### config.mk
export PLATFORM = sky130hd
export DESIGN_NAME = wdk_handover
export DESIGN_NICKNAME = d
export VERILOG_FILES = /design/src/rtl/wdk_pkg.sv /design/src/rtl/wdk_sync.sv /design/src/rtl/wdk_pulse_gen.sv /design/src/rtl/wdk_kick_qual.sv /design/src/rtl/wdk_handover.sv
export SDC_FILE = /design/constraint.sdc
export NUM_CORES = 1
export LEC_CHECK = 0
export CAP_MARGIN = 15
export CORE_UTILIZATION = 40
export CTS_CLUSTER_DIAMETER = 60
export DETAILED_ROUTE_END_ITERATION = 10
export HOLD_SLACK_MARGIN = 0.03
export SLEW_MARGIN = 20
export SYNTH_ARGS = -nofsm -noshare
export SYNTH_HDL_FRONTEND = slang
export SYNTH_HIERARCHICAL = 1
export SYNTH_SLANG_ARGS = --single-unit
### constraint.sdc
create_clock -name clk -period 2.3 [get_ports clk]
set_clock_uncertainty 0.05 [all_clocks]
set_input_delay 0.46 -clock clk [delete_from_list [all_inputs] [get_ports clk]]
set_output_delay 0.46 -clock clk [all_outputs]
set_load 0.01 [all_outputs]
### src/rtl/wdk_pkg.sv
package wdk_pkg;

    typedef enum logic [1:0] {
        ST_SELF  = 2'd0,
        ST_ARMED = 2'd1,
        ST_FPGA  = 2'd2
    } own_state_t;

    // Rounds a duration in ns up to whole clock cycles.
    function automatic int unsigned ns_to_cycles(longint unsigned hz, longint unsigned ns);
        longint unsigned prod;
        prod = hz * ns;
        return int'((prod + 64'd999_999_999) / 64'd1_000_000_000);
    endfunction

endpackage

### src/rtl/wdk_sync.sv
module wdk_sync #(
    parameter int W      = 2,
    parameter int STAGES = 2
) (
    input  logic         clk,
    input  logic         rst_n,
    input  logic [W-1:0] d_i,
    output logic [W-1:0] q_o
);

    logic [W-1:0] stage_q [STAGES];

    always_ff @(posedge clk or negedge rst_n) begin
        if (!rst_n) begin
            stage_q[0] <= '0;
        end else begin
            stage_q[0] <= d_i;
        end
    end

    for (genvar i = 1; i < STAGES; i++) begin : g_stage
        always_ff @(posedge clk or negedge rst_n) begin
            if (!rst_n) begin
                stage_q[i] <= '0;
            end else begin
                stage_q[i] <= stage_q[i-1];
            end
        end
    end

    assign q_o = stage_q[STAGES-1];

endmodule

### src/rtl/wdk_pulse_gen.sv
module wdk_pulse_gen #(
    parameter int PERIOD_CYC = 50000,
    parameter int HIGH_CYC   = 25350
) (
    input  logic clk,
    input  logic rst_n,
    input  logic restart_i,
    output logic high_o,
    output logic frame_end_o
);

    localparam int CW = (PERIOD_CYC > 1) ? $clog2(PERIOD_CYC) : 1;
    localparam logic [CW-1:0] LAST = CW'(PERIOD_CYC - 1);
    localparam logic [CW-1:0] HIGH = CW'(HIGH_CYC);

    logic [CW-1:0] phase_q;

    always_ff @(posedge clk or negedge rst_n) begin
        if (!rst_n) begin
            phase_q <= '0;
        end else if (restart_i || phase_q == LAST) begin
            phase_q <= '0;
        end else begin
            phase_q <= phase_q + 1'b1;
        end
    end

    assign high_o      = (phase_q < HIGH);
    assign frame_end_o = (phase_q == LAST);

    AST_RESTART_HIGH: assert property (@(posedge clk) disable iff (!rst_n)
        restart_i |=> high_o);
    AST_BOUNDARY_LOW: assert property (@(posedge clk) disable iff (!rst_n)
        frame_end_o |-> !high_o);
    AST_PERIOD_WRAP: assert property (@(posedge clk) disable iff (!rst_n)
        frame_end_o |=> high_o);

endmodule

### src/rtl/wdk_kick_qual.sv
module wdk_kick_qual #(
    parameter int QUAL_KICKS = 16
) (
    input  logic clk,
    input  logic rst_n,
    input  logic en_i,
    input  logic kick_i,
    output logic qualified_o
);

    localparam int QW = $clog2(QUAL_KICKS + 1);
    localparam logic [QW-1:0] FULL = QW'(QUAL_KICKS);

    logic          kick_d_q;
    logic          kick_rise;
    logic [QW-1:0] count_q;

    always_ff @(posedge clk or negedge rst_n) begin
        if (!rst_n) begin
            kick_d_q <= 1'b0;
        end else begin
            kick_d_q <= kick_i;
        end
    end

    assign kick_rise = kick_i && !kick_d_q;

    always_ff @(posedge clk or negedge rst_n) begin
        if (!rst_n) begin
            count_q <= '0;
        end else if (!en_i) begin
            count_q <= '0;
        end else if (kick_rise && count_q != FULL) begin
            count_q <= count_q + 1'b1;
        end
    end

    assign qualified_o = (count_q == FULL);

    AST_COUNT_CLEAR: assert property (@(posedge clk) disable iff (!rst_n)
        !en_i |=> !qualified_o);
    AST_COUNT_SAT: assert property (@(posedge clk) disable iff (!rst_n)
        count_q <= FULL);
    AST_COUNT_STEP: assert property (@(posedge clk) disable iff (!rst_n)
        (en_i && !kick_rise) |=> $stable(count_q));

endmodule

### src/rtl/wdk_handover.sv
module wdk_handover #(
    parameter int unsigned CLK_HZ     = 50_000_000,
    parameter int unsigned PERIOD_NS  = 1_000_000,
    parameter int unsigned HIGH_NS    = 507_000,
    parameter int          QUAL_KICKS = 16
) (
    input  logic clk,
    input  logic rst_n,
    input  logic fpga_wd_en_i,
    input  logic fpga_kick_i,
    output logic wd_trig_o
);
    import wdk_pkg::*;

    localparam int PERIOD_CYC = int'(ns_to_cycles(64'(CLK_HZ), 64'(PERIOD_NS)));
    localparam int HIGH_CYC   = int'(ns_to_cycles(64'(CLK_HZ), 64'(HIGH_NS)));

    logic [1:0] sync_q;
    logic       en_s;
    logic       kick_s;
    logic       qualified;
    logic       pg_high;
    logic       pg_frame_end;
    logic       pg_restart;
    own_state_t state_q;
    own_state_t state_d;
    logic       trig_q;

    wdk_sync #(.W(2), .STAGES(2)) u_sync (
        .clk   (clk),
        .rst_n (rst_n),
        .d_i   ({fpga_wd_en_i, fpga_kick_i}),
        .q_o   (sync_q)
    );
    assign en_s   = sync_q[1];
    assign kick_s = sync_q[0];

    wdk_kick_qual #(.QUAL_KICKS(QUAL_KICKS)) u_qual (
        .clk         (clk),
        .rst_n       (rst_n),
        .en_i        (en_s),
        .kick_i      (kick_s),
        .qualified_o (qualified)
    );

    wdk_pulse_gen #(.PERIOD_CYC(PERIOD_CYC), .HIGH_CYC(HIGH_CYC)) u_pgen (
        .clk         (clk),
        .rst_n       (rst_n),
        .restart_i   (pg_restart),
        .high_o      (pg_high),
        .frame_end_o (pg_frame_end)
    );

    // State register
    always_ff @(posedge clk or negedge rst_n) begin
        if (!rst_n) begin
            state_q <= ST_SELF;
        end else begin
            state_q <= state_d;
        end
    end

    // Next state: QUALIFY, HANDOVER, ABORT, RECLAIM
    always_comb begin
        state_d    = state_q;
        pg_restart = 1'b0;
        unique case (state_q)
            ST_SELF: begin
                if (en_s && qualified) begin
                    state_d = ST_ARMED;
                end
            end
            ST_ARMED: begin
                if (!en_s) begin
                    state_d = ST_SELF;
                end else if (pg_frame_end) begin
                    state_d = ST_FPGA;
                end
            end
            ST_FPGA: begin
                if (!en_s) begin
                    state_d    = ST_SELF;
                    pg_restart = 1'b1;
                end
            end
            default: begin
                state_d = ST_SELF;
            end
        endcase
    end

    // Registered output
    always_ff @(posedge clk or negedge rst_n) begin
        if (!rst_n) begin
            trig_q <= 1'b0;
        end else if (state_q == ST_FPGA) begin
            trig_q <= kick_s;
        end else begin
            trig_q <= pg_high;
        end
    end

    assign wd_trig_o = trig_q;

    AST_NO_DIRECT_OWN: assert property (@(posedge clk) disable iff (!rst_n)
        (state_q == ST_SELF) |=> (state_q != ST_FPGA));
    AST_HANDOVER_EDGE: assert property (@(posedge clk) disable iff (!rst_n)
        $rose(state_q == ST_FPGA) |-> $past(pg_frame_end));
    AST_FOLLOW_KICK: assert property (@(posedge clk) disable iff (!rst_n)
        (state_q == ST_FPGA) |=> (wd_trig_o == $past(kick_s)));
    AST_RECLAIM_PULSE: assert property (@(posedge clk) disable iff (!rst_n)
        $fell(state_q == ST_FPGA) |=> wd_trig_o);
    AST_ARMED_QUIET: assert property (@(posedge clk) disable iff (!rst_n)
        (state_q == ST_ARMED && pg_frame_end) |=> !wd_trig_o);

endmodule

---- Yosys cells after proc, flatten, opt, wreduce, memory -nomap -nowiden ----
Index checks and enable logic that the tools add are counted.
storage, ports and cells
  bits in registers ....................... 29
  bits of input ports ..................... 4
  word-level logic and storage cells ...... 37
cells by class
  $add $sub $neg .......................... 2
  magnitude comparators ................... 1
  eq/ne operators ......................... 9
  multiplexer cells ....................... 11
  reductions and logical operators ........ 7
operators by type and width
  operator                                              number
  adder 16 x 1 -> 16 bit, second input constant         1
  == test 16 bit, second input constant                 1
  < comparator 16 x 15 -> 1 bit, second input constant  1
  2-to-1 mux 16 bit                                     1
  2-to-1 mux 5 bit                                      2
  2-to-1 mux 2 bit                                      4
  case mux 2 bit (3 select lines)                       1
  adder 5 x 1 -> 5 bit, second input constant           1
  == test 5 bit, second input constant                  1
  != test 5 bit, second input constant                  1
  != test 2 bit, second input constant                  2
  logical AND 1 bit                                     3
  2-to-1 mux 1 bit                                      3
  != test 3 bit, second input constant                  1
  AND reduction 3 bit                                   1
  == test 2 x 1 -> 1 bit, second input constant         1
  == test 2 bit, second input constant                  1
  logical NOT 2 bit                                     1
  != test 2 x 1 -> 1 bit, second input constant         1
  logical NOT 1 bit                                     1
  logical OR 1 bit                                      1

---- Depth between registers and ports, before layout ----
Gate-level depths: netlist of run 1.
  depth in word-level cells ............... 5
  mapped depth ............................ 6
  gate-level depth less buffers ........... 6

---- By module ----
Netlist of run 1, hierarchy kept.
modules (own cells, without submodules)
  module         instances  cells each  area an instance (um2)  sequential area each (um2)
  wdk_pulse_gen  1          85          855.8                   400.4
  wdk_kick_qual  1          32          337.8                   150.1
  wdk_handover   1          11          133.9                   75.1
  wdk_sync       1          6           115.1                   100.1

---- Worst setup path after synthesis of run 1 ----
OpenSTA, ideal clock, no wires.
  kind .................................... flip-flop to flip-flop
  start ................................... register u_pgen.phase_q[0]
  end ..................................... register state_q[0]
  data arrival time ....................... 1501 ps
  data required time ...................... 2128 ps
  path slack .............................. 627 ps
  cell stages (with the launch flop) ...... 6
  path buffers ............................ 0
  cells stage by stage .................... dfrtp_1 -> ha_1 -> and3_1 -> and2_4 -> and3_1 -> a2111oi_1
on the way
  longest elaborated chain between the ends .. 3
ends and longest elaborated chain
  what                           RTL line             RTL
  start, declared                wdk_pulse_gen.sv:16  logic [CW-1:0] phase_q;
  start signal, assigned         wdk_pulse_gen.sv:24  phase_q <= phase_q + 1'b1;
  == test 16 bit                 wdk_pulse_gen.sv:29  assign frame_end_o = (phase_q == LAST);
  net pg_frame_end               wdk_handover.sv:23   logic pg_frame_end;
  != test 3 bit (no line)        n/a
  AND reduction 3 bit (no line)  n/a
  end signal, assigned           wdk_handover.sv:59   state_q <= state_d;
  end, declared                  wdk_handover.sv:25   own_state_t state_q;
The timed path passes the listed nets, and every way through them passes these cells.
A chain may end at the register's enable or synchronous reset.

---- Worst setup path after layout of run 1 ----
Ends and elaborated chain as after synthesis.

==> results by group, run 1 <==
Drt
  – DRC violations left: 0
  – TritonRoute pass-1 iters: 4
  – Vias per cell: 4.95
  – Vias: 936
  – Wirelength, routed: 2250 µm
  – Avg WL per Cell: 11.9 µm
  – Final ANT Viol Nets: 0
  – Initial DRC count: 24

Finish
  – Non-filler instance count after layout: 189
  – Commonest non-fill, non-tap cell in the layout: dfrtp_1
  – Final core utilization: 47.3%
  – Fillers: 301
  – # diodes: 0
  – P&R area growth vs syn: 11.1%
  – Final nets: 149
  – Most frequent cells in the layout: dfrtp_1 (29), nor2_1 (19), xnor2_1 (11)
  – Layout cells sized above 1: 16.1%

Clocking
  – Post-CTS resize count: 0
  – Num CTS Buffers: 5
  – Post-CTS setup buffers: 0
  – Clock tree buffer depth: 2
  – Hold buffer count at cts: 0
  – Skew-Pair Late Insertion Delay: 0.34 ns
  – CTS tree: done
  – Clock sink total: 29
  – H-tree levels: 2
  – Root Buffer: clkbuf_4
  – Clock transition at path regs: 0.09 ns

Critical path
  – CP bufs+invs: 0
  – CP max-delay cell: dfrtp_1
  – CP endpoint kind: register
  – Delay of the slowest critical-path stage: 0.42 ns
  – Worst Path Max Fanout: 4
  – Setup CP Type: register to register
  – Worst path arrival time: 1.93 ns
  – Crit path max-delay family: simple AND/OR/NAND/NOR gates
  – WP data required: 2.48 ns
  – Worst path most repeated cell: and3_1
  – Crit-path cells: ha_1 -> and3_1 -> and2_4 -> and3_1 -> a2111oi_1
  – Critical Path Start Type: register

Power
  – Sequential share of power: 53.1%
  – Sw Pwr: 0.198 mW
  – Net Sw Frac: 20.1%
  – Leak Pwr: 0.687 nW
  – Internal power: 0.787 mW
  – Power density cells: 614 mW/mm²
  – Logic pwr share: 2.8%
  – Peak VDD IR: 0.271 mV
  – Total design power: 0.985 mW
  – Clk pwr share: 44.2%

STA
  – Final Max Slew Viols: 0
  – Endpoints failing setup: 0
  – RSZ-0062 raised after global routing: no
  – Final hold viol count: 0
  – Fraction of the cycle the final worst path needs: 76.2%
  – Minimum clock period: 1.75 ns
  – Setup Total Neg Slack: 0 ns
  – Least-Margin Pin Slew: 0.409 ns
  – Slew headroom: 72.5%
  – Final worst slack: 0.547 ns
  – Achievable frequency: 0.571 GHz

Placed design
  – RD Place Congestion: 0.750
  – Placed wire-length estimate: 1590 µm
  – IO Port Bufs: 4
  – Placed Cells: 181
  – Setup slack at placement: 0.550 ns

GRT
  – Total track usage: 15.1%
  – Vias in the first global route: 913
  – GRT Residual Overflow: 0
  – First-pass GRT wire length: 3990 µm
  – Largest net degree at the start of global routing: 30
  – Initial antenna violation count: 0

Synthesis
  – Synth top area share: 50.3%
  – Predominant post-synthesis flop cell: dfrtp_1
  – Dominant cells by area after synthesis: dfrtp_1 (50%), xnor2_1 (6.7%), nor2_1 (4.9%)
  – Register area share after synthesis: 50.3%
  – Post-Syn Area: 0.00144 mm²
  – Mapped Cells: 134
  – Distinct cells, synth: 38
  – Syn Area/Cell: 10.8 µm²
  – Asr flop ratio synth: 100%
  – Syn nets: 141
  – Synth area leader: dfrtp_1
  – EDFF count, synth: 0
  – Synthesis Warnings: 6
  – Synth Register Bits: 29

Job
  – Max-cap viol count: 0

Die
  – Initial Utilization: 42.6%
  – Top Ports: 5
  – Die Y: 62.1 µm
  – Die area: 0.00385 mm²
  – Core Area: 0.00339 mm²
  – Die X: 62.1 µm
  – FP Rows: 21

Run status
  – Outcome: finished, final reports clean

Worst hold path
  – Min-delay worst type: register to register
## final cells by class
| class | instances | area (µm²) | share of cell area, % |
|---|---|---|---|
| clock buffer | 7 | 55.1 | 3.43 |
| sequential | 29 | 726 | 45.3 |
| tap | 46 | 57.6 | 3.59 |
| clock inverter | 1 | 30.0 | 1.87 |
| timing repair buffer | 5 | 47.5 | 2.97 |
| inverter | 7 | 26.3 | 1.64 |
| multi-input combinational | 94 | 661 | 41.2 |
## state kept, by name, indices dropped and copies added, names as in the netlist
register and cells:
u_qual/count_q 5, wd_trig_o 1, u_sync/q_o 2, state_q 2
u_pgen/phase_q 16, u_sync/stage_q 2, u_qual/kick_d_q 1
## metrics by stage
stage / cell area (µm²) / hold slack [ns]
after CTS: 1600 / 0.309
after detailed placement: 1520 / 0.289
final: 1600 / 0.307
after global placement: 1520 / 0.283
after floorplan: 1440 / 0.114
after global routing: 1600 / 0.317
## Yosys cell counts, types with 2 or more instances
library cell	count
ha_1	3
nand2b_4	2
nand2_1	8
xnor2_1	11
inv_1	7
buf_4	2
mux2i_1	3
o21ai_0	2
a21oi_1	2
xor2_1	3
nand4_2	3
nor2_1	19
nor4_1	4
or3_1	2
nand3_1	6
dfrtp_1	29
and3_1	2
nand2b_1	2
nor2_2	2
nor3_1	4
## metal layers
metal	routed length [µm]	track usage, %
met1	1060	18.2
met3	99	7.04
met4	55	7.94
met5	0	0
met2	1040	22.5
## worst paths after layout
check / to / slack (ns) / from / depth (start not counted)
hold reg to reg: u_sync/q_o[1]$_DFF_PN0_ / 0.31 / u_sync/stage_q[3]$_DFF_PN0_ / 0
max in group asynchronous: u_sync/q_o[0]$_DFF_PN0_ / 1.49 / rst_n / 2
setup reg to reg: state_q[0]$_DFFE_PN0P_ / 0.55 / u_pgen/phase_q[0]$_DFF_PN0_ / 5
hold / removal: u_sync/q_o[1]$_DFF_PN0_ / 0.31 / u_sync/stage_q[3]$_DFF_PN0_ / 0
setup / recovery: state_q[0]$_DFFE_PN0P_ / 0.55 / u_pgen/phase_q[0]$_DFF_PN0_ / 5
min in group asynchronous: u_qual/count_q[4]$_DFFE_PN0P_ / 0.44 / rst_n / 2
## power by group through the flow
stage	sequential (mW)	clock [mW]	combinational, mW
after floorplan	0.529	0	0.0161
after global routing	0.524	0.473	0.0321
final	0.523	0.435	0.0275
after detailed placement	0.533	0	0.0289
after CTS	0.523	0.449	0.0289
after global placement	0.533	0	0.0282
## kinds of logic after synthesis
group	synth area share, %
simple gates	27.1
flops	50.3
xor+xnor	8.50
buf+inv	3.90
compound gates	4.77
mux	2.86
fa+ha+maj	2.60
No activity file was read; power rests on OpenSTA's default activity.
==> inputs of run 2 (changes only) <==
==> constraint.sdc (replaced) <==
create_clock -name clk -period 1.6 [get_ports clk]
set_clock_uncertainty 0.05 [all_clocks]
set_input_delay 0.32 -clock clk [delete_from_list [all_inputs] [get_ports clk]]
set_output_delay 0.32 -clock clk [all_outputs]
set_load 0.01 [all_outputs]
==> run 2 against run 1 <==
Against the previous run: flip-flop and latch count unchanged; count of clock-buffer cells in the layout stayed put; hold slack worse by 0.0032 ns; die area unchanged; total power rose by 43%; highest routed layer unchanged; fmax rose by 15%; cell area up 4.4%; sequential power increased by 44%; core utilization rose by 2.1 points; register-to-register slack lost 0.47 ns.
==> results by group, run 2 (synthesis results as in run 1) <==
Finish
  – # diodes: 0 (unchanged)
  – Most frequent cells in the layout: dfrtp_1 (29), nor2_1 (19), xnor2_1 (11)
  – Top Registers: u_pgen/phase_q x16, u_qual/count_q x5
  – Final nets: 154 (+3.4%)
  – Fillers: 303 (+0.66%)
  – Final instance area: 0.00167 mm² (+4.4%)
  – Commonest non-fill, non-tap cell in the layout: dfrtp_1
  – Max FFs per register: 16 (unchanged)
  – P&R area growth vs syn: 16.0%
  – Biggest register: u_pgen/phase_q
  – Layout cells sized above 1: 21.6% (+5.5 points)

Power
  – Clk pwr share: 43.8% (-0.4 points)
  – Internal power: 1.13 mW (+44%)
  – Sequential share of power: 53.2% (about the same)
  – Peak VDD IR: 0.466 mV (+72%)
  – Power density cells: 843 mW/mm² (+37%)
  – Leak Pwr: 0.709 nW (+3.2%)
  – Logic pwr share: 2.9% (about the same)
  – Sw Pwr: 0.279 mW (+41%)
  – Net Sw Frac: 19.8% (-0.31 points)

Drt
  – Met2 routed WL: 1170 µm (+12%)
  – Vias per cell: 4.92 (-0.70%)
  – Vias: 954 (+1.9%)
  – TritonRoute pass-1 iters: 4 (unchanged)
  – Wire length on met3: 77 µm (-22%)
  – DRT met1 WL: 1160 µm (+10%)
  – Final ANT Viol Nets: 0 (unchanged)
  – Avg WL per Cell: 12.5 µm (+4.7%)
  – Initial DRC count: 26 (+8.3%)
  – Uppermost layer routed: met4
  – Wirelength, routed: 2420 µm (+7.5%)
  – DRC violations left: 0 (unchanged)

STA
  – RSZ-0062 raised after global routing: yes
  – Minimum clock period: 1.52 ns (-0.232 ns)
  – Slew headroom: 72.4% (-0.17 points)
  – Achievable frequency: 0.658 GHz (+15%)
  – Fraction of the cycle the final worst path needs: 95.0% (+19 points)
  – Setup Total Neg Slack: 0 ns (unchanged)
  – Least-Margin Pin Slew: 0.411 ns (+0.00260 ns)
  – Final hold viol count: 0 (unchanged)
  – Endpoints failing setup: 0 (unchanged)
  – Final Max Slew Viols: 0 (unchanged)

GRT
  – Largest net degree at the start of global routing: 30 (unchanged)
  – GRT Residual Overflow: 0 (unchanged)
  – Vias in the first global route: 904 (-0.99%)
  – Total track usage: 15.3% (+0.23 points)
  – First-pass GRT wire length: 4080 µm (+2.2%)
  – Initial antenna violation count: 0 (unchanged)

Clocking
  – Hold buffer count at cts: 0 (unchanged)
  – Clock transition at path regs: 0.09 ns (about the same)
  – CTS tree: done
  – Clock tree buffer depth: 2 (unchanged)
  – Post-CTS resize count: 0 (unchanged)
  – Root Buffer: clkbuf_4
  – Num CTS Buffers: 5 (unchanged)
  – Post-CTS setup buffers: 0 (unchanged)
  – H-tree levels: 2 (unchanged)
  – Skew-Pair Late Insertion Delay: 0.33 ns (about the same)
  – Clock sink total: 29 (unchanged)

Die
  – Core Area: 0.00339 mm² (unchanged)
  – FP Rows: 21 (unchanged)
  – Initial Utilization: 42.6% (unchanged)
  – Die area: 0.00385 mm² (unchanged)
  – Die X: 62.1 µm (unchanged)
  – Die Y: 62.1 µm (unchanged)
  – Top Ports: 5 (unchanged)

Critical path
  – Worst Path Max Fanout: 3 (-1)
  – Worst path arrival time: 1.70 ns (-0.23 ns)
  – WP data required: 1.78 ns (-0.70 ns)
  – Setup CP Type: register to register
  – CP endpoint kind: register
  – Critical Path Start Type: register

Placed design
  – IO Port Bufs: 4 (unchanged)
  – Placed cell areas: 0.00157 mm² (+3.3%)
  – Placed wire-length estimate: 1710 µm (+7.6%)
  – RD Place Congestion: 0.768 (+2.4%)

Worst hold path
  – Min-delay worst type: register to register

Run status
  – Outcome: finished, final reports clean

Job
  – Max-cap viol count: 0 (unchanged)
-- run 2: cell count changes in the layout (fill, tap and decap cells not counted) --
cell and change:
a2111oi_1 -1, a2111oi_4 +1, and3_1 -1, and3_4 +1, buf_4 +5, clkdlybuf4s50_1 -1
dlymetal6s2s_1 +1, ha_1 -1, ha_2 +1, nor4_1 -1, nor4_2 +1
-- run 2: cell type report --
class / instances / area, µm² / share of cell area [%]
sequential: 29 / 726 / 43.3
multi-input combinational: 94 / 692 / 41.3
timing repair buffer: 10 / 87.6 / 5.23
tap: 46 / 57.6 / 3.44
clock buffer: 7 / 55.1 / 3.29
clock inverter: 1 / 30.0 / 1.79
inverter: 7 / 26.3 / 1.57
-- run 2: worst max-delay path, cell delays in order (launching register included) --
cell and delay [ns]:
dfrtp_1 0.39, ha_2 0.19, and3_4 0.18, and2_4 0.14, and3_1 0.21, a2111oi_4 0.28
-- run 2: metal layers --
metal	global-route usage (%)	vias to the layer above
met5	0	-
met4	8.57	0
met3	4.35	3
met2	23.6	11
met1	19.4	459
li1	-	481
-- run 2: final timing paths --
check	from	to	slack, ns	depth (start not counted)
setup / recovery	u_pgen/phase_q[0]$_DFF_PN0_	state_q[0]$_DFFE_PN0P_	0.08	5
hold / removal	u_sync/stage_q[2]$_DFF_PN0_	u_sync/q_o[0]$_DFF_PN0_	0.30	0
setup reg to reg	u_pgen/phase_q[0]$_DFF_PN0_	state_q[0]$_DFFE_PN0P_	0.08	5
hold reg to reg	u_sync/stage_q[2]$_DFF_PN0_	u_sync/q_o[0]$_DFF_PN0_	0.30	0
max in group asynchronous	rst_n	u_pgen/phase_q[0]$_DFF_PN0_	0.91	2
min in group asynchronous	rst_n	u_pgen/phase_q[11]$_DFF_PN0_	0.32	2
-- run 2: per-stage QoR --
step	setup WS [ns]	total power [mW]	instances	utilization [%]	hold WS, ns
after floorplan	0.0118	0.783	134	-	-0.0256
after global placement	0.0513	0.806	186	46.3	0.285
after detailed placement	0.0226	0.809	186	46.3	0.286
after CTS	0.00643	1.43	194	48.8	0.306
after global routing	-0.0199	1.47	194	49.4	0.311
final	0.0796	1.41	194	49.4	0.304
-- run 2: power groups by stage --
stage          Combinational, mW  Clock [mW]  Sequential, mW
3_5_place_dp              0.0430           0           0.767
5_1_grt                   0.0479       0.670           0.754
3_3_place_gp              0.0407           0           0.766
6_report                  0.0410       0.619           0.751
2_1_floorplan             0.0233           0           0.760
4_1_cts                   0.0435       0.639           0.752
